`src/rtl/spi_eng_pkg.sv`:
```
package spi_eng_pkg;

  typedef enum logic [1:0] {
    ST_IDLE  = 2'd0,
    ST_LOAD  = 2'd1,
    ST_SHIFT = 2'd2
  } eng_state_e;

  // positions inside the two-bit error vector
  localparam int unsigned ERR_UNDER = 0;
  localparam int unsigned ERR_OVER  = 1;
  localparam int unsigned ERR_W     = 2;

endpackage

```
`src/rtl/spi_clk_div.sv`:
```
// Half-period tick generator for the serial clock.
module spi_clk_div #(
  parameter int unsigned DIV_W = 8
) (
  input  logic             clk_i,
  input  logic             rst_ni,
  input  logic             en_i,
  input  logic [DIV_W-1:0] div_i,
  output logic             tick_o
);

  logic [DIV_W-1:0] cnt_q, cnt_d;

  assign tick_o = en_i && (cnt_q == div_i);

  always_comb begin
    cnt_d = cnt_q;
    if (!en_i || tick_o) begin
      cnt_d = '0;
    end else begin
      cnt_d = cnt_q + 1'b1;
    end
  end

  always_ff @(posedge clk_i or negedge rst_ni) begin
    if (!rst_ni) begin
      cnt_q <= '0;
    end else begin
      cnt_q <= cnt_d;
    end
  end

endmodule

```
`src/rtl/spi_shift_dp.sv`:
```
// Transmit and receive shift registers, MSB first.
module spi_shift_dp #(
  parameter  int unsigned DATA_W = 32,
  localparam int unsigned LEN_W  = $clog2(DATA_W)
) (
  input  logic              clk_i,
  input  logic              rst_ni,
  input  logic              load_i,
  input  logic [DATA_W-1:0] load_data_i,
  input  logic [LEN_W-1:0]  len_i,
  input  logic              shift_i,
  input  logic              sample_i,
  input  logic              sin_i,
  output logic              sout_o,
  output logic [DATA_W-1:0] rx_next_o
);

  logic [DATA_W-1:0] tx_q, tx_d;
  logic [DATA_W-1:0] rx_q, rx_d;
  logic              tx_en, rx_en;

  assign tx_en = load_i || shift_i;
  assign rx_en = load_i || sample_i;

  always_comb begin
    tx_d = load_i ? load_data_i : {tx_q[DATA_W-2:0], 1'b0};
    rx_d = load_i ? '0 : {rx_q[DATA_W-2:0], sin_i};
  end

  // the word seen at completion includes a sample taken in the same cycle
  assign rx_next_o = sample_i ? {rx_q[DATA_W-2:0], sin_i} : rx_q;
  assign sout_o    = tx_q[len_i];

  always_ff @(posedge clk_i or negedge rst_ni) begin
    if (!rst_ni) begin
      tx_q <= '0;
    end else if (tx_en) begin
      tx_q <= tx_d;
    end
  end

  always_ff @(posedge clk_i or negedge rst_ni) begin
    if (!rst_ni) begin
      rx_q <= '0;
    end else if (rx_en) begin
      rx_q <= rx_d;
    end
  end

endmodule

```
`src/rtl/spi_cs_ctl.sv`:
```
// Chip-select line decode with programmable active level.
module spi_cs_ctl #(
  parameter  int unsigned NUM_CS = 4,
  localparam int unsigned SEL_W  = $clog2(NUM_CS)
) (
  input  logic [SEL_W-1:0]  sel_i,
  input  logic              act_hi_i,
  input  logic              assert_i,
  output logic [NUM_CS-1:0] cs_o
);

  for (genvar g = 0; g < NUM_CS; g++) begin : g_line
    logic hit;
    assign hit     = assert_i && (sel_i == SEL_W'(g));
    assign cs_o[g] = hit ? act_hi_i : ~act_hi_i;
  end

endmodule

```
`src/rtl/spi_shift_engine.sv`:
```
module spi_shift_engine
  import spi_eng_pkg::*;
#(
  parameter  int unsigned DATA_W = 32,
  parameter  int unsigned DIV_W  = 8,
  parameter  int unsigned CNT_W  = 16,
  parameter  int unsigned NUM_CS = 4,
  localparam int unsigned LEN_W  = $clog2(DATA_W),
  localparam int unsigned SEL_W  = $clog2(NUM_CS)
) (
  input  logic              clk_i,
  input  logic              rst_ni,
  input  logic [LEN_W-1:0]  cfg_len_m1_i,
  input  logic              cfg_clk_idle_hi_i,
  input  logic              cfg_in_first_i,
  input  logic              cfg_loopback_i,
  input  logic [SEL_W-1:0]  cfg_cs_sel_i,
  input  logic              cfg_cs_act_hi_i,
  input  logic              cfg_cs_force_i,
  input  logic              cfg_no_tri_i,
  input  logic [DIV_W-1:0]  cfg_div_i,
  input  logic              start_i,
  input  logic [CNT_W-1:0]  xfer_words_i,
  output logic              busy_o,
  output logic              done_o,
  input  logic              tx_valid_i,
  input  logic [DATA_W-1:0] tx_data_i,
  output logic              tx_pop_o,
  input  logic              rx_full_i,
  output logic [DATA_W-1:0] rx_data_o,
  output logic              rx_push_o,
  output logic [ERR_W-1:0]  err_o,
  output logic              sclk_o,
  output logic              sclk_oe_o,
  output logic              mosi_o,
  output logic              mosi_oe_o,
  input  logic              miso_i,
  output logic [NUM_CS-1:0] cs_o,
  output logic              cs_oe_o
);

  // reset: asserted asynchronously, released on a clock edge
  logic rst_meta_q, rst_n_q;

  always_ff @(posedge clk_i or negedge rst_ni) begin
    if (!rst_ni) begin
      rst_meta_q <= 1'b0;
      rst_n_q    <= 1'b0;
    end else begin
      rst_meta_q <= 1'b1;
      rst_n_q    <= rst_meta_q;
    end
  end

  eng_state_e        state_q, state_d;
  logic [CNT_W-1:0]  left_q, left_d;
  logic [LEN_W-1:0]  bit_q, bit_d;
  logic              phase_q, phase_d;
  logic [ERR_W-1:0]  err_q, err_d;
  logic              done_q, done_d;
  logic              push_q, push_d;
  logic [DATA_W-1:0] rxd_q, rxd_d;

  logic              tick, lead, trail, in_shift;
  logic              last_bit, first_bit;
  logic              dp_load, dp_shift, dp_sample;
  logic              sout, sin;
  logic [DATA_W-1:0] rx_next;

  assign in_shift  = (state_q == ST_SHIFT);
  assign lead      = tick && !phase_q;
  assign trail     = tick &&  phase_q;
  assign last_bit  = (bit_q == '0);
  assign first_bit = (bit_q == cfg_len_m1_i);

  // edge roles per sampling option
  assign dp_sample = in_shift && (cfg_in_first_i ? lead : trail);
  assign dp_shift  = in_shift && (cfg_in_first_i ? (trail && !last_bit)
                                                 : (lead && !first_bit));
  assign sin       = cfg_loopback_i ? sout : miso_i;

  spi_clk_div #(.DIV_W(DIV_W)) u_div (
    .clk_i  (clk_i),
    .rst_ni (rst_n_q),
    .en_i   (in_shift),
    .div_i  (cfg_div_i),
    .tick_o (tick)
  );

  spi_shift_dp #(.DATA_W(DATA_W)) u_dp (
    .clk_i       (clk_i),
    .rst_ni      (rst_n_q),
    .load_i      (dp_load),
    .load_data_i (tx_data_i),
    .len_i       (cfg_len_m1_i),
    .shift_i     (dp_shift),
    .sample_i    (dp_sample),
    .sin_i       (sin),
    .sout_o      (sout),
    .rx_next_o   (rx_next)
  );

  spi_cs_ctl #(.NUM_CS(NUM_CS)) u_cs (
    .sel_i    (cfg_cs_sel_i),
    .act_hi_i (cfg_cs_act_hi_i),
    .assert_i (busy_o || cfg_cs_force_i),
    .cs_o     (cs_o)
  );

  // next-state process
  always_comb begin
    state_d  = state_q;
    left_d   = left_q;
    bit_d    = bit_q;
    phase_d  = phase_q;
    err_d    = err_q;
    done_d   = 1'b0;
    push_d   = 1'b0;
    rxd_d    = rxd_q;
    dp_load  = 1'b0;
    tx_pop_o = 1'b0;
    unique case (state_q)
      ST_IDLE: begin
        if (start_i) begin
          left_d  = xfer_words_i;
          err_d   = '0;
          state_d = ST_LOAD;
        end
      end
      ST_LOAD: begin
        if (left_q == '0) begin
          done_d  = 1'b1;
          state_d = ST_IDLE;
        end else if (!tx_valid_i) begin
          err_d[ERR_UNDER] = 1'b1;
        end else begin
          tx_pop_o = 1'b1;
          dp_load  = 1'b1;
          bit_d    = cfg_len_m1_i;
          phase_d  = 1'b0;
          state_d  = ST_SHIFT;
        end
      end
      ST_SHIFT: begin
        if (tick) begin
          phase_d = ~phase_q;
        end
        if (trail) begin
          if (last_bit) begin
            left_d  = left_q - 1'b1;
            state_d = ST_LOAD;
            if (rx_full_i) begin
              err_d[ERR_OVER] = 1'b1;
            end else begin
              push_d = 1'b1;
              rxd_d  = rx_next;
            end
          end else begin
            bit_d = bit_q - 1'b1;
          end
        end
      end
      default: state_d = ST_IDLE;
    endcase
  end

  // register process
  always_ff @(posedge clk_i or negedge rst_n_q) begin
    if (!rst_n_q) begin
      state_q <= ST_IDLE;
      left_q  <= '0;
      bit_q   <= '0;
      phase_q <= 1'b0;
      err_q   <= '0;
      done_q  <= 1'b0;
      push_q  <= 1'b0;
      rxd_q   <= '0;
    end else begin
      state_q <= state_d;
      left_q  <= left_d;
      bit_q   <= bit_d;
      phase_q <= phase_d;
      err_q   <= err_d;
      done_q  <= done_d;
      push_q  <= push_d;
      rxd_q   <= rxd_d;
    end
  end

  assign busy_o    = (state_q != ST_IDLE);
  assign done_o    = done_q;
  assign rx_push_o = push_q;
  assign rx_data_o = rxd_q;
  assign err_o     = err_q;
  assign sclk_o    = cfg_clk_idle_hi_i ^ phase_q;
  assign mosi_o    = sout;
  assign sclk_oe_o = cfg_no_tri_i || busy_o;
  assign mosi_oe_o = cfg_no_tri_i || busy_o;
  assign cs_oe_o   = cfg_no_tri_i || busy_o;

endmodule

```
`config.mk`:
```
export PLATFORM = sky130hd
export DESIGN_NAME = spi_shift_engine
export DESIGN_NICKNAME = d
export VERILOG_FILES = /design/src/rtl/spi_eng_pkg.sv /design/src/rtl/spi_clk_div.sv /design/src/rtl/spi_shift_dp.sv /design/src/rtl/spi_cs_ctl.sv /design/src/rtl/spi_shift_engine.sv
export SDC_FILE = /design/constraint.sdc
export NUM_CORES = 1
export LEC_CHECK = 0
export ABC_AREA = 1
export BUFFER_PORTS_ARGS = -buffer_cell sky130_fd_sc_hd__buf_2
export CORE_UTILIZATION = 50
export DETAILED_ROUTE_END_ITERATION = 12
export GPL_TIMING_DRIVEN = 0
export PLACE_DENSITY = 0.7
export SYNTH_ARGS = -nofsm -noshare
export SYNTH_HDL_FRONTEND = slang
export SYNTH_SLANG_ARGS = --single-unit
export TNS_END_PERCENT = 30
```
`constraint.sdc`:
```
create_clock -name clk_i -period 6.3 [get_ports clk_i]
set_input_delay 1.26 -clock clk_i [delete_from_list [all_inputs] [get_ports clk_i]]
set_output_delay 1.26 -clock clk_i [all_outputs]
set_load 0.1 [all_outputs]
```
==> results of run 1 <==
[state kept, by name, summed over array words and instances (netlist names)]
signal	cells
rx_data_o	32
u_dp.rx_q	32
u_dp.tx_q	32
left_q	16
u_div.cnt_q	8
bit_q	5
err_o	2
state_q	2
done_o	1
phase_q	1
rst_meta_q	1
rst_n_q	1
rx_push_o	1
[cell usage after synthesis (all sizes together)]
| cell type | instances |
|---|---|
| a21o | 1 |
| inv | 71 |
| and2 | 1 |
| a31oi | 1 |
| or2 | 3 |
| clkinv | 1 |
| nor4 | 1 |
| nor3 | 7 |
| o21ai | 85 |
| nor2 | 91 |
| nand4 | 35 |
| clkbuf | 11 |
| conb | 1 |
| xor2 | 13 |
| buf | 40 |
| nand3 | 114 |
| a211oi | 1 |
| xnor2 | 10 |
| nand2 | 212 |
| ha | 4 |
| o31ai | 3 |
| a21oi | 21 |
| dfrtp | 134 |
| mux2i | 4 |
| nand3b | 1 |
| o211ai | 2 |
| and3 | 2 |
[cell families after synthesis]
family	count (synthesis)	share of synthesized area
DFF	134	0.4854
AOI/OAI and AO/OA	114	0.08531
muxes	4	0.005796
and+or+nand+nor	467	0.3027
adders and majority gates	4	0.007245
other	1	0.0005429
buffers and inverters	123	0.08386
xor gates and xnor gates	23	0.02916
[final cells by class]
type / instances / area (µm²)
fillers: 1244 / 4971
flip-flops and latches: 134 / 3357
multi-input cells: 613 / 2975
repair buffers: 121 / 628.1
clock buffers: 19 / 442.9
plain buffers: 51 / 309.0
inverters: 72 / 270.3
well taps: 176 / 220.2
clock inverters: 13 / 171.4
diodes: 1 / 2.502
[critical path, cell delays in order]
cell	delay, ns
buf_4	0.16
clkinv_1	0.17
buf_2	0.28
nand2_1	0.08
nand3_1	0.08
nand3_1	0.10
nand2_1	0.11
nand2_1	0.05
nand3_1	0.06
nand2_1	0.10
inv_1	0.06
buf_2	0.41
[power groups by stage]
stage	logic (mW)	clock network, mW	registers, mW
floorplan	0.285	0	1.04
global placement	0.361	0	1.05
detailed placement	0.379	0	1.05
CTS	0.384	1.04	1.03
global route	0.434	1.09	1.05
finish	0.383	1.03	1.03
[stage by stage]
step	utilization	instances	setup slack [ns]	cell area, µm²	power (mW)
after floorplan	-	870	1.948	6908	1.322
after global placement	0.5790	1166	0.7202	7729	1.415
after detailed placement	0.5814	1167	2.185	7760	1.427
after CTS	0.6274	1199	2.126	8374	2.459
after global routing	0.6274	1199	1.979	8374	2.568
final	0.6276	1200	2.100	8377	2.448
[worst max path at each step]
stage | startpoint | endpoint | slack [ns] | depth (start not counted)
after floorplan | cfg_cs_force_i | cs_o[0] | 1.95 | 3
after global placement | rst_n_q$_DFF_PN0_ | rx_data_o[16]$_DFFE_PN0P_ | 0.72 | 0
after detailed placement | cfg_len_m1_i[0] | mosi_o | 2.18 | 12
after CTS | cfg_len_m1_i[0] | mosi_o | 2.13 | 12
after global routing | left_q[0]$_DFFE_PN0P_ | tx_pop_o | 1.98 | 10
final | cfg_len_m1_i[0] | mosi_o | 2.10 | 12
[layer usage]
metal  wire length, µm  vias to the layer above  share of wire  track usage
met3               939                       21          0.055      0.05941
met5                 0                        -              0            0
li1                  -                     3140              -            -
met1              7779                     2950           0.46       0.3511
met2              8070                      164           0.48       0.3992
met4               187                        0          0.011      0.06953
==> flow_summary.toml, run 1 <==
[status]
status = "finished, final reports clean"

[finish]
drive_gt1_frac = 0.2072
final_cell_mix = "209 x nand2_1, 142 x buf_2, 133 x dfrtp_1"
layout_commonest_cell = "nand2_1"
layout.nets = 1089
synthToLayoutAreaGrowth_pct = 21.26

[routing]
drt_iter0_drc = 411
wire_per_inst_um = 14.15
via_count = 6275
drtAntennaViolNets = 0
viasPerCell = 5.229
drcViolationCount = 0
wl_um = 16980
dr.pass1.iters = 5

[sta]
worst_hold_slack_ns = 0.3526
rsz0062_at_grt = "no"
period_minus_slack_ns = 4.200
slew-limit-headroom = 0.4172
fmaxAchievable_mhz = 238.1
final.setup_skew_ns = 0.01015
tightest_slew_ns = 0.8743
setup_viol = 0
hold_viol_final = 0
finalMaxSlewViolations = 0
fin_setup_tns_ns = 0
min_period_over_period = 0.6667

[floorplan]
start_util = 0.5175
fp.dieH_um = 119.5
die_w_um = 119.5
ios = 122
coreArea_um2 = 13350
row_count = 42
die_area_um2 = 14290

[synthesis]
yosysTopAreaCellShare = 0.4854
synth_area_leaders = "dfrtp_1 49%, nand2_1 11%, nand3_1 7.9%, nor2_1 4.6%, o21ai_1 4.1%"
netlist_area_um2 = 6908
yosys_warnings = 0
synth_seq_area_share = 0.4854
ys_ff_latch = 134
avgSynthCellArea_um2 = 7.940
synth.largest_area_cell = "dfrtp_1"
synth_cell_types = 36
syn_nets = 949
synthCells = 870

[setup_path]
r2r_cells = 11
regToRegSetupSlack_ns = 4.15
r2r_end = "u_dp.tx_q[20]$_DFFE_PN0P_"
crit_required_ns = 5.04
cp_max_fo = 10
r2r_start = "left_q[0]$_DFFE_PN0P_"
crit_path_start_kind = "input port"
path_class = "in2out"
crit_arrival_ns = 2.94
cp-end-kind = "output pin"

[global_route]
antenna_found_initial = 1
grt_pass1_wl_um = 28520
grt_overflow_total = 0
first_global_vias = 5753
grt_usage = 0.2535
grt_start_max_net_pins = 70

[clock_network]
clk_pin_slew_ns = 0.06
cts.sinks = 134
cts.repair.resized = 0
numCtsBuffers = 17
post_cts_buffers = 0
ctsHoldBuffers = 0
clk_path_buf_depth = 2
h-tree-depth = 4
clock_latency_ns = 0.43
root_buffer = "clkbuf_16"
cts_tree = "built"

[place]
place_congestion = 0.8654
hpwl_um = 11870
portBuffers = 120

[power]
power.internal_mw = 1.734
p_per_area_nw_per_um2 = 292.3
swShare = 0.2917
p_switching_mw = 0.7143
combPwrFrac = 0.156
p_leak_nw = 4.416
pwr-share-seq = 0.422
peakVddDrop_uv = 186.4
pwr-share-clk = 0.422

[hold_path]
hold_depth = 0
worstHoldEndpoint = "rst_n_q$_DFF_PN0_"
hp-class = "reg2reg"
hp-start = "rst_meta_q$_DFF_PN0_"

[run]
cap_violations = 0
(Power assumes the default switching activity.)
==> inputs of run 2 (changes only) <==
- PLACE_DENSITY: 0.7 -> 0.72
- clock period: 6.3 -> 3.4 ns (I/O delays scaled with it)
==> flow_summary.toml, run 2 (synthesized netlist as in run 1, its figures left out) <==
[sta]
finalMaxSlewViolations = 0
hold_viol_final = 0
setup_viol = 0
slew-limit-headroom = 0.4082
period_minus_slack_ns = 3.036
rsz0062_at_grt = "no"
tightest_slew_ns = 0.8877
final.setup_skew_ns = 0.007361
worst_hold_slack_ns = 0.04027
layout_setup_ws_ns = 0.3645
fmaxAchievable_mhz = 329.4
min_period_over_period = 0.8928

[routing]
routed.top_layer = "met4"
wire_per_inst_um = 14.06
via_count = 6262
dr.pass1.iters = 8
drcViolationCount = 0
wl_met3_um = 831
wl_met2_um = 8001
drt_iter0_drc = 531
drtAntennaViolNets = 0
viasPerCell = 5.227
m1WireLength_um = 7823
wl_um = 16840

[finish]
insertedDiodeCount = 0
multi_input_area_um2 = 2975
stdcell_count = 1198
final_cell_mix = "209 x nand2_1, 141 x buf_2, 133 x dfrtp_1"
layout.nets = 1088
seq_area_um2 = 3357
drive_gt1_frac = 0.2084
fillers = 1236
synthToLayoutAreaGrowth_pct = 21.07
layout_commonest_cell = "nand2_1"

[floorplan]
coreArea_um2 = 13350
fp.dieH_um = 119.5
ios = 122
start_util = 0.5175
die_area_um2 = 14290
die_w_um = 119.5
row_count = 42

[power]
peakVddDrop_uv = 345.4
p_leak_nw = 4.430
p_per_area_nw_per_um2 = 539.4

[place]
dp.cells = 1167
pre_cts_ws_ns = 0.3160
place_congestion = 0.8855
hpwl_um = 12010
portBuffers = 120

[setup_path]
cp-end-kind = "output pin"
crit_top_cell = "nand2_1"
path_class = "in2out"
max_stage_delay_ns = 0.42
crit_chain = "buf_4 > clkinv_1 > buf_2 > nand2_1 > nand3_1 > nand3_1 > nand2_1 > nand2_1 > nand3_1 > nand2_1 > inv_1 > buf_2"
slowest_stage = "buf_2"
crit_arrival_ns = 2.36
crit_path_start_kind = "input port"
crit_required_ns = 2.72
cp_max_fo = 10

[global_route]
grt_start_max_net_pins = 68
first_global_vias = 5849
grt_usage = 0.2490
grt_pass1_wl_um = 28110
grt_overflow_total = 0
antenna_found_initial = 0

[clock_network]
clk_pin_slew_ns = 0.06
clk_path_buf_depth = 2
ctsHoldBuffers = 0
cts.sinks = 134
clock_latency_ns = 0.42
h-tree-depth = 4
root_buffer = "clkbuf_16"
numCtsBuffers = 17
cts_tree = "built"

[run]
cap_violations = 0

[status]
status = "finished, final reports clean"

[hold_path]
hp-class = "in2async"
## run 2: path summary, 6_finish.rpt
kind	start	endpoint	slack, ns	cells past startpoint
setup reg to reg	left_q[0]$_DFFE_PN0P_	u_dp.tx_q[24]$_DFFE_PN0P_	1.14	11
setup / recovery	cfg_len_m1_i[0]	mosi_o	0.36	12
min in group clk_i	rst_meta_q$_DFF_PN0_	rst_n_q$_DFF_PN0_	0.36	0
hold / removal	rst_ni	rst_n_q$_DFF_PN0_	0.04	1
max in group asynchronous	rst_n_q$_DFF_PN0_	u_dp.rx_q[5]$_DFFE_PN0P_	2.13	1
hold reg to reg	rst_meta_q$_DFF_PN0_	rst_n_q$_DFF_PN0_	0.36	0
## run 2: through the flow
| stage | power, mW | setup TNS, ns | utilization | instance area [µm²] |
|---|---|---|---|---|
| final | 4.511 | 0 | 0.6265 | 8363 |
| after detailed placement | 2.643 | 0 | 0.5814 | 7760 |
| after floorplan | 2.449 | -0.5997 | - | 6909 |
| after global placement | 2.617 | 0 | 0.5791 | 7730 |
| after global routing | 4.727 | 0 | 0.6265 | 8363 |
| after CTS | 4.529 | 0 | 0.6268 | 8367 |
## run 2: layout make-up
class,instances,area share
multi-input combinational,613,0.3558
tap,176,0.02633
buffer,50,0.03651
clock inverter,15,0.02139
timing repair buffer,121,0.07540
sequential,134,0.4014
inverter,72,0.03232
clock buffer,17,0.05087
## run 2: power breakdown
group          switching, mW  internal (mW)  leakage (nW)  total, mW
clock network          0.772           1.11         0.298       1.89
logic                  0.458          0.250          2.41      0.709
registers              0.133           1.78          1.72       1.92
## run 2: per-layer routing
| metal | track usage | vias up |
|---|---|---|
| met1 | 0.3436 | 2922 |
| li1 | - | 3136 |
| met3 | 0.04373 | 14 |
| met5 | 0 | - |
| met2 | 0.3985 | 190 |
| met4 | 0.08125 | 0 |
## run 2: critical path: cells and delay by family
family | cells | cell delay [ns]
simple gates | 7 | 0.52
buf+inv | 5 | 1.14
## run 2: repair_timing
item	in CTS	in global routing
endpoints found under the setup margin	1	1
gates resized for setup	1	0
buffers inserted	0	0
